$ cat config.mk
export PLATFORM = sky130hd
export DESIGN_NAME = pause_unit
export DESIGN_NICKNAME = d
export VERILOG_FILES = /design/src/rtl/pause_pkg.sv /design/src/rtl/pause_datapath.sv /design/src/rtl/pause_control.sv /design/src/rtl/pause_unit.sv
export SDC_FILE = /design/constraint.sdc
export NUM_CORES = 1
export LEC_CHECK = 0
export ABC_AREA = 1
export BUFFER_PORTS_ARGS = -buffer_cell sky130_fd_sc_hd__buf_2
export CAP_MARGIN = 10
export CORE_MARGIN = 8
export CORE_UTILIZATION = 51
export CTS_CLUSTER_DIAMETER = 100
export DETAILED_ROUTE_END_ITERATION = 8
export MAX_ROUTING_LAYER = met4
export PLACE_DENSITY = 0.76
export SLEW_MARGIN = 25
export SYNTH_ARGS = -nofsm -noshare
export SYNTH_HDL_FRONTEND = slang
export SYNTH_SLANG_ARGS = --single-unit
$ cat constraint.sdc
create_clock -name clk -period 1.55 [get_ports clk]
set_input_delay 0.31 -clock clk [delete_from_list [all_inputs] [get_ports clk]]
set_output_delay 0.31 -clock clk [all_outputs]
set_load 0.005 [all_outputs]
$ cat src/rtl/pause_pkg.sv
package pause_pkg;
  // Strobes from control to datapath
  typedef struct packed {
    logic load;     // reload counter and prescaler from write data
    logic advance;  // step prescaler, decrement counter on its wrap
  } pauseStrobe_t;
endpackage

$ cat src/rtl/pause_datapath.sv
module pause_datapath
  import pause_pkg::*;
#(
  parameter int DATA_W = 32,
  parameter int GRAN_SHIFT = 3,
  localparam int CNT_W = DATA_W - GRAN_SHIFT
) (
  input  logic              clk,
  input  logic              rstN,
  input  pauseStrobe_t      strobe,
  input  logic [DATA_W-1:0] wrData,
  output logic              endNow
);
  logic [CNT_W-1:0]      pauseCnt;
  logic [GRAN_SHIFT-1:0] prescale;
  logic                  preWrap;
  logic                  cntZero;
  logic                  cntOne;

  assign preWrap = &prescale;
  assign cntZero = (pauseCnt == '0);
  assign cntOne  = (pauseCnt == CNT_W'(1));
  // Pause ends now: request was below one granule, or last granule finishing
  assign endNow  = cntZero | (cntOne & preWrap);

  always_ff @(posedge clk) begin
    if (!rstN) begin
      pauseCnt <= '0;
      prescale <= '0;
    end else if (strobe.load) begin
      pauseCnt <= wrData[DATA_W-1:GRAN_SHIFT];
      prescale <= '0;
    end else if (strobe.advance) begin
      prescale <= prescale + 1'b1;
      if (preWrap && !cntZero) pauseCnt <= pauseCnt - 1'b1;
    end
  end

  AST_LOAD_VALUE: assert property (@(posedge clk) disable iff (!rstN)
    strobe.load |=> pauseCnt == $past(wrData[DATA_W-1:GRAN_SHIFT]));
  AST_PRESCALER_CLEAR: assert property (@(posedge clk) disable iff (!rstN)
    strobe.load |=> prescale == '0);
  AST_NO_COUNT_UP: assert property (@(posedge clk) disable iff (!rstN)
    !strobe.load |=> pauseCnt <= $past(pauseCnt));
endmodule

$ cat src/rtl/pause_control.sv
module pause_control
  import pause_pkg::*;
(
  input  logic         clk,
  input  logic         rstN,
  input  logic         wrEn,
  input  logic         trapIn,
  input  logic         endNow,
  output pauseStrobe_t strobe,
  output logic         blocked,
  output logic         pauseDone,
  output logic         trapAbort
);
  always_comb begin
    strobe.load    = wrEn;
    strobe.advance = blocked & ~wrEn;
  end

  always_ff @(posedge clk) begin
    if (!rstN) begin
      blocked   <= 1'b0;
      pauseDone <= 1'b0;
      trapAbort <= 1'b0;
    end else if (wrEn) begin
      blocked   <= 1'b1;
      pauseDone <= 1'b0;
      trapAbort <= 1'b0;
    end else if (blocked && trapIn) begin
      blocked   <= 1'b0;
      pauseDone <= 1'b1;
      trapAbort <= 1'b1;
    end else if (blocked && endNow) begin
      blocked   <= 1'b0;
      pauseDone <= 1'b1;
      trapAbort <= 1'b0;
    end else begin
      pauseDone <= 1'b0;
    end
  end

  AST_WRITE_BLOCKS: assert property (@(posedge clk) disable iff (!rstN)
    wrEn |=> blocked && !trapAbort);
  AST_TRAP_ENDS: assert property (@(posedge clk) disable iff (!rstN)
    blocked && trapIn && !wrEn |=> !blocked && trapAbort && pauseDone);
  AST_IDLE_STAYS: assert property (@(posedge clk) disable iff (!rstN)
    !blocked && !wrEn |=> !blocked && $stable(trapAbort));
  AST_DONE_SINGLE: assert property (@(posedge clk) disable iff (!rstN)
    pauseDone |=> !pauseDone);
  AST_DONE_AFTER_FALL: assert property (@(posedge clk) disable iff (!rstN)
    pauseDone |-> !blocked && $past(blocked));
endmodule

$ cat src/rtl/pause_unit.sv
module pause_unit
  import pause_pkg::*;
#(
  parameter int DATA_W = 32,
  parameter int GRAN_SHIFT = 3
) (
  input  logic              clk,
  input  logic              rstN,
  input  logic              wrEn,
  input  logic [DATA_W-1:0] wrData,
  input  logic              trapIn,
  output logic              blocked,
  output logic              pauseDone,
  output logic              trapAbort
);
  pauseStrobe_t strobe;
  logic         endNow;

  pause_control u_ctrl (
    .clk(clk), .rstN(rstN), .wrEn(wrEn), .trapIn(trapIn), .endNow(endNow),
    .strobe(strobe), .blocked(blocked), .pauseDone(pauseDone),
    .trapAbort(trapAbort)
  );

  pause_datapath #(.DATA_W(DATA_W), .GRAN_SHIFT(GRAN_SHIFT)) u_dp (
    .clk(clk), .rstN(rstN), .strobe(strobe), .wrData(wrData), .endNow(endNow)
  );

  AST_RESET_IDLE: assert property (@(posedge clk)
    !rstN |=> !blocked && !pauseDone && !trapAbort);
endmodule

Yosys cells after proc, flatten, opt, wreduce, memory -nomap -nowiden
Cells that the tools add are included.
- register bits after elaboration: 35
- input port bits: 36
- output and inout bits: 3
- logic and storage cells: 34
- add/sub/neg operators: 2
- equal/unequal tests: 1
- muxes and demuxes: 9
- bitwise logic cells: 5
- reduce and logical (&&, ||, !) cells: 12
- operators by type and width (kind ; count):
    $mux 29 ; 3
    $eq 29x1->1 const B ; 1
    $logic_not 29->1 ; 1
    $sub 29x1->29 const B ; 1
    $mux 1 ; 6
    $reduce_bool 2->1 ; 3
    $add 3x1->3 const B ; 1
    $logic_and 1x1->1 ; 3
    $reduce_and 3->1 ; 1
    $reduce_bool 3->1 ; 1
    $and 1x1->1 ; 2
    $not 1->1 ; 2
    $reduce_and 2->1 ; 1
    $reduce_or 2->1 ; 1
    $logic_not 1->1 ; 1
    $or 1x1->1 ; 1

Logic depth before layout (Yosys ltp)
- depth after elaboration: 7
- mapped depth: 12
- gate-level depth less buffers: 12

Modules after synthesis
From an unflattened synthesis, not the netlist that was laid out.
- cells, all modules: 417
- area, all modules: 2456.1 µm²
- modules (own cells, without submodules) (module ; times used ; cells each ; area each (µm²) ; sequential area each (µm²)):
    pause_datapath ; 1 ; 400 ; 2327.2 ; 640.6
    pause_control ; 1 ; 17 ; 128.9 ; 60.1

Worst setup path before layout
Ideal clock, no wire load.
- kind: reg2reg
- start point: reg u_dp.pauseCnt[0]
- end point: reg u_dp.pauseCnt[16]
- library setup time: 0.132 ns
- arrival time: 1.353 ns
- data required time: 1.418 ns
- setup slack: 0.065 ns
- stages on the path, launching flop included: 11
- buffers on the path: 0
- clock period less this slack: 1.485 ns
- cell sequence: dfxtp_1 inv_1 ha_1 nand2_1 nor2_1 nand2_1 xor2_1 nand2_1 nand2_1 nand2_1 a21oi_1
- cells in the longest elaborated chain, start to end: 5
- elaborated cells on any way between the ends: 9
- classes of those cells: 1 x add/sub; 3 x mux; 5 x reduce/logical
- RTL lines (what ; RTL line ; text):
    from (decl) ; pause_datapath.sv:14 ; logic [CNT_W-1:0] pauseCnt;
    from (signal assigned) ; pause_datapath.sv:31 ; pauseCnt <= wrData[DATA_W-1:GRAN_SHIFT];
    from (signal assigned) ; pause_datapath.sv:35 ; if (preWrap && !cntZero) pauseCnt <= pauseCnt - 1'b1;
    branches (longest 5 deep; another with $sub 29x1->29) ; -- ;
Parallel ways; which one is timed is not known. The select of a mux whose other input is x is not followed.
A chain may end at the register's enable or synchronous reset.

Final worst setup path
- start point: reg u_dp.pauseCnt[2]
- end point: reg u_dp.pauseCnt[24]
Same word-level chain as after synthesis.

==> flow_summary.json <==
{
  "grt.total_usage_pct": 23.7,
  "route.met2.wl_mm": 4.76,
  "r2r_start": "u_dp.pauseCnt[2]",
  "synth_area_leaders": "dfxtp_1 29%, nand2_1 16%, nor2_1 12%, nand3_1 7.8%, inv_1 4.9%",
  "fin_ws_ns": -0.178,
  "violations": "design-rule violations, negative setup slack",
  "antenna_found_initial": 0,
  "setup_viol": 29,
  "path_common_cell": "buf_4",
  "grt_setup_unrepaired": "yes",
  "cts_tree": "yes",
  "crit_type": "reg -> reg",
  "synthXorXnorAreaFrac_pct": 3.60,
  "slowest_stage": "dfxtp_2",
  "hold_start": "wrData[13]",
  "dpl.hpwl_mm": 5.91,
  "cp-end-kind": "flop",
  "p_total_mw": 3.11,
  "hold_path_depth": 3,
  "whs_ns": 0.299,
  "start_util_pct": 52.2,
  "synth_seq_cells": 35,
  "fin_crit_ns": 1.73,
  "post_drt_wl_per_cell_um": 17.4,
  "cts.path.max_buffers": 2,
  "ant_nets": 0,
  "vias": 3444,
  "ys_warn_count": 0,
  "top_layer": "met4",
  "die_area_mm2": 0.00724,
  "numCtsBuffers": 5,
  "fmax_ghz": 0.579,
  "syn-instance-count": 401,
  "routabilityCongestion": 0.927,
  "nets": 562,
  "ys.flop_type": "dfxtp_1",
  "synth_top_cell_area_share_pct": 28.8,
  "drtPass1Iterations": 9,
  "fp.coreArea_mm2": 0.00466,
  "relSlewSlack_pct": 80.1,
  "hold_violations": 0,
  "placed_area_mm2": 0.00317,
  "period_share_pct": 111,
  "critical_path.max_stage_delay_ns": 0.38,
  "outcome": "finished with violations",
  "syn_area_mm2": 0.00243,
  "diodes": 0,
  "cp_max_fo": 4,
  "crit_required_ns": 1.75,
  "power_density_mw_per_mm2": 810,
  "path_clk_slew_ns": 0.08,
  "slew_violations": 0,
  "cp.arrival_ns": 1.92,
  "fp.dieW_um": 85.1,
  "clock_sinks": 35,
  "num_rows": 25,
  "clock_skew_ns": 0.00621,
  "fin_area_mm2": 0.00384,
  "ys_seq_area_share_pct": 28.8,
  "synth_compound_area_share_pct": 12.0,
  "grt_pass1_vias": 3083,
  "irDropWorstVdd_mv": 0.552,
  "yosysMostFrequentCell": "nand2_1",
  "synthMuxAreaShare_pct": 0.822,
  "die_height_um": 85.1,
  "grt_max_degree": 18,
  "htreeDepth": 2,
  "grt_overflow": 0,
  "synth_top_family_by_area": "simple AND/OR/NAND/NOR gates",
  "drcViolationCount": 1,
  "fill_cells": 262,
  "port_buffers": 35,
  "synthAdderAreaFrac_pct": 2.57,
  "async_reset_ff_share_pct": 0,
  "fin_tns_setup_ns": -2.79,
  "yosys.area.top_type": "dfxtp_1",
  "path_cells": "nor2_4 -> buf_4 -> nand2_1 -> nor2_1 -> buf_4 -> buf_4 -> nand3_1 -> nand2_1 -> nand3_1 -> nand3_2 -> a21oi_2",
  "worstSkewPairLatency_ns": 0.30,
  "grt_pass1_wl_mm": 13.5,
  "synth_cell_types": 26,
  "io_pins": 39,
  "root_buffer": "clkbuf_8",
  "drive_gt1_share_pct": 46.2,
  "route.met3.wl_um": 860,
  "start_kind": "flop",
  "worst_pin_slew_ns": 0.298,
  "avgSynthCellArea_um2": 6.07,
  "wl_met1_mm": 3.67,
  "vias_per_cell": 5.98,
  "max_cap_viol_count": 0,
  "drt_iter0_drc": 443,
  "hold_class": "in -> reg",
  "synthTopCellsByCount": "101 x nand2_1, 77 x nor2_1, 38 x nand3_1",
  "p_leak_nw": 1.81,
  "syn_to_final_growth_pct": 57.8,
  "ff2ff_path_depth": 11,
  "synthesis.nets": 442,
  "synth_edf_count": 0,
  "synth_simple_gate_area_share_pct": 44.6,
  "cp-startpoint": "u_dp.pauseCnt[2]",
  "wl_mm": 10.0
}
## area by class of cell
cell class / count / area (um2) / share of cell area [%]
Clock buffer: 6 / 82.6 / 2.15
Sequential cell: 35 / 719 / 18.7
Inverter: 33 / 141 / 3.68
Timing Repair Buffer: 126 / 902 / 23.5
Tap cell: 54 / 67.6 / 1.76
Multi-Input combinational cell: 320 / 1890 / 49.3
Clock inverter: 2 / 35.0 / 0.912
## stage by stage
stage	util, %	worst slack [ns]	cells
after floorplan	-	0.0649	401
after global placement	67.9	-0.0537	550
after detailed placement	67.9	-0.0956	550
after CTS	74.6	-0.00998	567
after global routing	82.4	-0.265	576
final	82.4	-0.178	576
## logic make-up (layout without fill, tap and decap cells)
kind of cell | Yosys count | in the layout
compound gates | 51 | 51
xor+xnor | 10 | 10
fa+ha+maj | 5 | 5
buf+inv | 46 | 167
flops | 35 | 35
mux | 2 | 2
simple gates | 252 | 252
## routing by layer
metal  track usage, %  up-vias
met1             25.2     1572
met4             11.2        0
met5                -        -
met2             40.5      251
li1                 -     1535
met3             5.89       86
## cells in the final DEF (no fill, tap or decap), types with 13 or more instances in the layout
cell type  instances
nand2_1           89
buf_4             84
nor2_1            49
buf_2             36
inv_1             30
nand3_1           25
dfxtp_1           24
nor2_2            20
a21oi_1           16
o21ai_0           14
nand2_2           13
nor2_4            13
nand3_2           13
## timing repair
| action | CTS | global route |
|---|---|---|
| hold buffers | 0 | 0 |
| endpoints found under the setup margin | 30 | 32 |
| gates resized for setup | 38 | 79 |
| pin swaps | 6 | 13 |
| gates cloned | 1 | 1 |
| setup buffers | 8 | 9 |
## report_power, final
part           total, mW  switching (mW)  internal [mW]
Combinational       1.18           0.647          0.529
Sequential          1.03          0.0710          0.960
Clock              0.904           0.383          0.521
## state kept, by name, indices dropped and copies added (netlist names)
register and count:
u_ctrl.blocked 1, u_dp.prescale 3, u_dp.pauseCnt 29, u_ctrl.pauseDone 1
u_ctrl.trapAbort 1
## worst max-delay path, delay by kind of cell (launching register included)
kind / cells / cell delay (ns)
buffers and inverters: 3 / 0.42
DFF: 1 / 0.38
AOI/OAI and AO/OA: 1 / 0.05
and+or+nand+nor: 7 / 0.78
## worst paths after layout
check / slack [ns] / end
hold / removal: 0.30 / u_dp.pauseCnt[10]
setup / recovery: -0.18 / u_dp.pauseCnt[24]
setup reg to reg: -0.18 / u_dp.pauseCnt[24]
hold reg to reg: 0.47 / u_ctrl.trapAbort
Note: power is estimated with default switching activity, not from simulation.
